$ cat src/rtl/mrw_pkg.sv
package mrw_pkg;

    typedef enum logic [1:0] {
        CNT_HOLD = 2'd0,
        CNT_LOAD = 2'd1,
        CNT_DEC  = 2'd2
    } cnt_cmd_e;

endpackage

$ cat src/rtl/mrw_ctrl.sv
module mrw_ctrl
    import mrw_pkg::*;
#(
    parameter int W = 8
) (
    input  logic         clk,
    input  logic         rst_n,
    input  logic         acc_start,
    input  logic         mem_ready,
    input  logic [W-1:0] reload,
    input  logic [W-1:0] cnt_q,
    output cnt_cmd_e     cmd,
    output logic         expire
);

    typedef struct packed {
        logic pending;
    } ctrl_state_t;

    ctrl_state_t st_d, st_q;
    cnt_cmd_e    cmd_d;
    logic        expire_d;
    logic        enabled;

    always_comb begin
        st_d     = st_q;
        cmd_d    = CNT_HOLD;
        expire_d = 1'b0;
        enabled  = (reload != '0);
        if (!enabled) begin
            st_d.pending = 1'b0;
        end else if (acc_start) begin
            cmd_d        = CNT_LOAD;
            st_d.pending = 1'b1;
        end else if (st_q.pending && mem_ready) begin
            cmd_d        = CNT_LOAD;
            st_d.pending = 1'b0;
        end else if (st_q.pending) begin
            cmd_d = CNT_DEC;
            if (cnt_q <= W'(1)) begin
                expire_d     = 1'b1;
                st_d.pending = 1'b0;
            end
        end
    end

    always_ff @(posedge clk or negedge rst_n) begin
        if (!rst_n) begin
            st_q <= '0;
        end else begin
            st_q <= st_d;
        end
    end

    assign cmd    = cmd_d;
    assign expire = expire_d;

endmodule

$ cat src/rtl/mrw_counter.sv
module mrw_counter
    import mrw_pkg::*;
#(
    parameter int W = 8
) (
    input  logic         clk,
    input  logic         rst_n,
    input  cnt_cmd_e     cmd,
    input  logic [W-1:0] reload,
    output logic [W-1:0] cnt_q
);

    typedef struct packed {
        logic [W-1:0] cnt;
    } cnt_state_t;

    cnt_state_t st_d, st_q;

    always_comb begin
        st_d = st_q;
        case (cmd)
            CNT_LOAD: st_d.cnt = reload;
            CNT_DEC: begin
                if (st_q.cnt != '0) begin
                    st_d.cnt = st_q.cnt - W'(1);
                end
            end
            default: st_d = st_q;
        endcase
    end

    always_ff @(posedge clk or negedge rst_n) begin
        if (!rst_n) begin
            st_q <= '0;
        end else begin
            st_q <= st_d;
        end
    end

    assign cnt_q = st_q.cnt;

endmodule

$ cat src/rtl/mrw_flag.sv
module mrw_flag (
    input  logic clk,
    input  logic rst_n,
    input  logic set,
    input  logic clr,
    output logic flag_q
);

    typedef struct packed {
        logic flag;
    } flag_state_t;

    flag_state_t st_d, st_q;

    always_comb begin
        st_d = st_q;
        if (set) begin
            st_d.flag = 1'b1;
        end else if (clr) begin
            st_d.flag = 1'b0;
        end
    end

    always_ff @(posedge clk or negedge rst_n) begin
        if (!rst_n) begin
            st_q <= '0;
        end else begin
            st_q <= st_d;
        end
    end

    assign flag_q = st_q.flag;

endmodule

$ cat src/rtl/mem_resp_wdog.sv
module mem_resp_wdog
    import mrw_pkg::*;
#(
    parameter int W = 8
) (
    input  logic         clk,
    input  logic         rst_n,
    input  logic         acc_start,
    input  logic         mem_ready,
    input  logic [W-1:0] cfg_reload,
    input  logic         flag_clr,
    output logic [W-1:0] reload_val,
    output logic [W-1:0] cnt_val,
    output logic         timeout_flag
);

    cnt_cmd_e     cmd;
    logic         expire;
    logic [W-1:0] cnt_q;

    mrw_ctrl #(.W(W)) u_ctrl (
        .clk       (clk),
        .rst_n     (rst_n),
        .acc_start (acc_start),
        .mem_ready (mem_ready),
        .reload    (cfg_reload),
        .cnt_q     (cnt_q),
        .cmd       (cmd),
        .expire    (expire)
    );

    mrw_counter #(.W(W)) u_cnt (
        .clk    (clk),
        .rst_n  (rst_n),
        .cmd    (cmd),
        .reload (cfg_reload),
        .cnt_q  (cnt_q)
    );

    mrw_flag u_flag (
        .clk    (clk),
        .rst_n  (rst_n),
        .set    (expire),
        .clr    (flag_clr),
        .flag_q (timeout_flag)
    );

    assign cnt_val    = cnt_q;
    assign reload_val = cfg_reload;

endmodule

$ cat config.mk
export PLATFORM = sky130hd
export DESIGN_NAME = mem_resp_wdog
export DESIGN_NICKNAME = d
export VERILOG_FILES = /design/src/rtl/mrw_pkg.sv /design/src/rtl/mrw_ctrl.sv /design/src/rtl/mrw_counter.sv /design/src/rtl/mrw_flag.sv /design/src/rtl/mem_resp_wdog.sv
export SDC_FILE = /design/constraint.sdc
export NUM_CORES = 1
export LEC_CHECK = 0
export BUFFER_PORTS_ARGS = -buffer_cell sky130_fd_sc_hd__buf_2
export CORE_ASPECT_RATIO = 0.6
export CORE_UTILIZATION = 23
export DETAILED_ROUTE_END_ITERATION = 7
export PLACE_DENSITY = 0.43
export SYNTH_ARGS = -nofsm -noshare
export SYNTH_HDL_FRONTEND = slang
export SYNTH_HIERARCHICAL = 1
export SYNTH_SLANG_ARGS = --single-unit
$ cat constraint.sdc
create_clock -name clk -period 1.7 [get_ports clk]
set_clock_uncertainty 0.05 [all_clocks]
set_input_delay 0.17 -clock clk [delete_from_list [all_inputs] [get_ports clk]]
set_output_delay 0.17 -clock clk [all_outputs]
set_load 0.005 [all_outputs]
Word-level counts from Yosys, hierarchy flattened
Index checks and enable logic that the tools add are counted.
{"block": "word_totals", "output_inout_bits": 17, "regBits": 10, "in_bits": 13}
{"block": "op_classes", "n_mux": 18, "reduce_logical": 6, "eq_ne": 3, "n_addsub": 1, "n_lt_le_gt_ge": 1}
{"operator": "$pmux 8 s2", "n": 1}
{"operator": "$reduce_bool 8->1", "n": 2}
{"operator": "$mux 1", "n": 12}
{"operator": "$le 8x1->1 const B", "n": 1}
{"operator": "$mux 2", "n": 4}
{"operator": "$mux 8", "n": 1}
{"operator": "$sub 8x1->8 const B", "n": 1}
{"operator": "$reduce_bool 2->1", "n": 2}
{"operator": "$eq 2x1->1 const B", "n": 1}
{"operator": "$eq 2x2->1 const B", "n": 1}
{"operator": "$ne 2x1->1 const B", "n": 1}
{"operator": "$reduce_and 2->1", "n": 1}
{"operator": "$logic_and 1x1->1", "n": 1}

Longest topological paths before layout
{"block": "depth", "ltp_word": 7, "depth_mapped": 7}

Hierarchy
Netlist, hierarchy kept.
{"module": "mrw_counter", "instances": 1, "seq_area_each_um2": 200.2, "area_per_inst_um2": 533.0, "cells_per_inst": 57}
{"module": "mrw_ctrl", "instances": 1, "seq_area_each_um2": 25.0, "area_per_inst_um2": 117.6, "cells_per_inst": 15}
{"module": "mem_resp_wdog", "instances": 1, "seq_area_each_um2": 0.0, "area_per_inst_um2": 60.1, "cells_per_inst": 8}
{"module": "mrw_flag", "instances": 1, "seq_area_each_um2": 25.0, "area_per_inst_um2": 36.3, "cells_per_inst": 3}

Worst setup path before layout
No wires, ideal clock.
{"block": "synth_timing", "kind": "input -> register", "startpoint": "input port cfg_reload[1]", "endpoint": "register u_cnt.st_q (netlist bit u_cnt/cnt_q[3])", "t_arrival_ns": 1.833, "slack_ns": -0.303, "path_stages": 7, "cell_sequence": "or4_1 -> nor2_1 -> nor2_1 -> nor2b_1 -> a21boi_4 -> nand3b_1 -> a31o_1"}
{"block": "synth_between", "elab_chain_cells": 5, "word_cells_on_any_way": 8}
{"element": "start: declaration", "line": "mem_resp_wdog.sv:10", "rtl": "input logic [W-1:0] cfg_reload,"}
{"element": "$reduce_bool 8->1 (*)", "line": "mrw_ctrl.sv:29", "rtl": "enabled = (reload != '0);"}
{"element": "$mux 2 (*)", "line": "mrw_ctrl.sv:30", "rtl": "if (!enabled) begin"}
{"element": "named net cmd[0]", "line": "mem_resp_wdog.sv:17", "rtl": "cnt_cmd_e cmd;"}
{"element": "$eq 2x2->1 or $eq 2x1->1 (tied branches)", "line": "mrw_counter.sv:21", "rtl": "case (cmd)"}
{"element": "$ne 2x1->1 (no line) or $reduce_bool 2->1 (tied branches)"}
{"element": "$reduce_and 2->1 (no line)"}
{"element": "end signal: assignment", "line": "mrw_counter.sv:36", "rtl": "st_q <= st_d;"}
{"element": "end: declaration", "line": "mrw_counter.sv:17", "rtl": "cnt_state_t st_d, st_q;"}
Mark *: on every way through the listed nets, which the timed path passes. The rest lies on a longest branch.
A chain may end at the register's enable or synchronous reset.

Worst setup path in the final report
{"block": "layout_timing", "startpoint": "register u_cnt.st_q (netlist bit u_cnt/cnt_q[7])", "endpoint": "register u_flag.st_q (netlist: u_flag/flag_q)"}
{"block": "layout_between", "elab_chain_cells": 7, "word_cells_on_any_way": 8}
{"element": "$le 8x1->1 (*)", "line": "mrw_ctrl.sv:40", "rtl": "if (cnt_q <= W'(1)) begin"}
{"element": "$mux 1 (*)", "line": "mrw_ctrl.sv:40"}
{"element": "$mux 1 (*)", "line": "mrw_ctrl.sv:38", "rtl": "end else if (st_q.pending) begin"}
{"element": "$mux 1 (*)", "line": "mrw_ctrl.sv:35", "rtl": "end else if (st_q.pending && mem_ready) begin"}
{"element": "$mux 1 (*)", "line": "mrw_ctrl.sv:32", "rtl": "end else if (acc_start) begin"}
{"element": "$mux 1 (*)", "line": "mrw_ctrl.sv:30"}
{"element": "named net expire", "line": "mem_resp_wdog.sv:18", "rtl": "logic expire;"}
{"element": "$mux 1 or $reduce_bool 2->1 (tied branches)"}
{"element": "end signal: assignment", "line": "mrw_flag.sv:28", "rtl": "st_q <= st_d;"}
{"element": "end: declaration", "line": "mrw_flag.sv:13", "rtl": "flag_state_t st_d, st_q;"}
Marks and branches as above.

==> results.toml <==
[global_route]
grt_pass1_vias = 819
grt_overflow = 0
grt_max_degree = 11
antenna_found_initial = 0
grt_use_total = 0.154
grt_pass1_wl_um = 3800

[final_layout]
drive_gt1_frac = 0.582
final_area_um2 = 1300
n_antenna_cell = 0
stdcell_count = 183
layout.nets = 157
syn2layout_area_growth_pct = 74.5

[run]
cap_violations = 0

[die]
core_um2 = 2980
fp.dieArea_um2 = 3490
die_y_um = 46.1
fp.dieW_um = 75.6
start_util = 0.250
ioPinCount = 30
rows = 15

[detailed_routing]
antenna_left = 0
wl_per_cell_um = 13.7
num_vias = 856
vias_per_cell = 4.68
routed_wl_um = 2500
drc = 0
drt_iter0_markers = 29
drt_pass1_iterations = 4

[setup_path]
ff2ff_setup_slack_ps = -50
crit_buf_inv = 0
cp_data_required_time_ps = 1830
arrival_ps = 1870
endpoint_kind = "flip-flop"
cp.depth = 4
r2r-start = "u_cnt/cnt_q[7]"
cp_common_cell = "or4_4"
path_cells = "or4_4 -> or4_4 -> nor4_4 -> a21o_1"
critPathLaunchType = "flip-flop"
worst_path_max_delay_cell = "or4_4"
path_class = "flip-flop to flip-flop"
path_max_fanout = 2
crit_family = "simple AND/OR/NAND/NOR gates"
cpPeakStageDelay_ps = 530
reg2reg_depth = 4
rr_endpoint = "u_flag/flag_q"

[placed_design]
gp_congestion = 0.798
dp.cells = 173
hpwl_um = 1940
numPortBuffers = 29
placed_cell_area_um2 = 1130

[sta]
fin_crit_ps = 1750
fmax_mhz = 573
setup-tns-final_ps = -46.6
setup_viol = 1
timing.final.ws_setup_ps = -46.6
slew_headroom = 0.776
tightest_slew_ps = 333
post-route-period-util = 1.03
hold_viol_final = 0
drv_slew = 0
rsz0062_at_grt = "yes"

[pwr]
switchingPower_mw = 0.295
clkPwrFrac = 0.312
sw_frac_of_total = 0.311
p_per_area_nw_per_um2 = 728
seqPwrFrac = 0.314
ir_drop_mv = 0.592
power_frac_comb = 0.374
p_leak_nw = 0.607
internal_power_mw = 0.655

[logic_synthesis]
yosysWarnings = 6
synth-seq-area-share = 0.335
yosysMostFrequentCell = "nor2_1"
ys_ff_latch = 10
async_reset_ff_frac = 1.00
yosys.area.top_type = "dfrtp_1"
synthFlopType = "dfrtp_1"
synth_top_area_share = 0.335
synth-edff-count = 0
synthTopCellsByArea = "dfrtp_1 (34%), buf_4 (8.0%), nor2_1 (5.5%)"
syn_area_um2 = 747
syn_area_per_cell_um2 = 9.00
synthDistinctLibCells = 33
syn_nets = 98
synth_common_cells = "nor2_1 (11), dfrtp_1 (10), buf_4 (8)"
synth_cells = 83

[clocking]
clk_latency_ps = 230
cts_root_buf = "clkbuf_8"
cts_buffers = 3
cts.sinks = 10
clk_pin_slew_ps = 50
cts_buffer_depth = 2
cts_tree = "yes"
htree_levels = 1

[min_path]
hp-class = "input port to flip-flop"
min_from = "flag_clr"
hold_path_end = "u_flag/flag_q"
hold_depth = 3

[run_status]
outcome = "complete, but fails checks"
failed_checks = "setup timing"
per-layer routing:
layer / GRT usage / up-vias / share of wire
met3: 0.0394 / 2 / 0.046
met2: 0.225 / 18 / 0.43
met1: 0.225 / 416 / 0.52
met4: 0.0333 / 0 / 0.0052
met5: 0 / - / 0
li1: - / 420 / -
state kept, by name, summed over array words and instances (netlist names):
register and cells:
u_cnt/cnt_q 8, u_ctrl/st_q 1, u_flag/flag_q 1
worst register-to-register path, stage by stage, from the launching register on:
cell,delay (ps)
dfrtp_2,410
or4_4,540
or4_4,440
nor4_4,150
a21o_1,110
power by group through the flow:
stage / logic [mW] / clock network [mW] / registers, mW
2_1_floorplan: 0.131 / 0 / 0.317
3_3_place_gp: 0.324 / 0 / 0.298
3_5_place_dp: 0.323 / 0 / 0.298
4_1_cts: 0.343 / 0.304 / 0.296
5_1_grt: 0.384 / 0.319 / 0.302
6_report: 0.355 / 0.296 / 0.299
stage by stage:
stage	hold slack, ps	util	total power [mW]	setup slack (ps)
finish	154	0.437	0.949	-46.6
global route	174	0.437	1.01	-100
CTS	153	0.421	0.942	-60.4
detailed placement	-1.38	0.379	0.621	-318
global placement	2.12	0.379	0.622	-309
floorplan	-176	-	0.448	-145
cells by family after synthesis:
group           after synthesis  synth area share
fa+ha+maj                     2            0.0335
flops                        10             0.335
xor+xnor                      1            0.0117
simple gates                 40             0.317
compound gates               18             0.194
mux                           1            0.0134
buf+inv                      11            0.0955
worst max path at each step:
| stage | startpoint | end | slack [ps] |
|---|---|---|---|
| after floorplan | cfg_reload[5] | u_cnt/cnt_q[3] | -140 |
| after global placement | cfg_reload[5] | u_cnt/cnt_q[3] | -310 |
| after global routing | u_cnt/cnt_q[7] | u_flag/flag_q | -100 |
| after CTS | u_cnt/cnt_q[7] | u_flag/flag_q | -60 |
| final | u_cnt/cnt_q[7] | u_flag/flag_q | -50 |
| after detailed placement | cfg_reload[5] | u_cnt/cnt_q[3] | -320 |
area by class of cell:
type | count | area (um^2)
inverters | 3 | 11.3
fillers | 292 | 1680
flip-flops and latches | 10 | 251
multi-input cells | 63 | 527
clock buffers | 4 | 55.1
repair buffers | 61 | 407
well taps | 42 | 52.6
cell usage in the layout, fill, tap and decap left out, types with 3 or more instances in the layout:
cell / netlist / routed
nor2_1: 11 / 9
clkbuf_8: 0 / 4
nor3_1: 5 / 4
a21oi_1: 4 / 3
inv_1: 3 / 3
buf_6: 0 / 3
buf_2: 0 / 26
buf_4: 8 / 31
or4_4: 1 / 4
nand2_1: 6 / 6
dfrtp_1: 10 / 9
timing repair:
action / 4_1_cts / 5_1_grt
hold buffers: 1 / 0
hold endpoints to repair: 10 / 0
pin swaps: 2 / 10
endpoints found under the setup margin: 7 / 9
resized for setup: 8 / 4
setup buffers: 1 / 3
cloned: 1 / 0
Power figures use the tool's default switching activity.
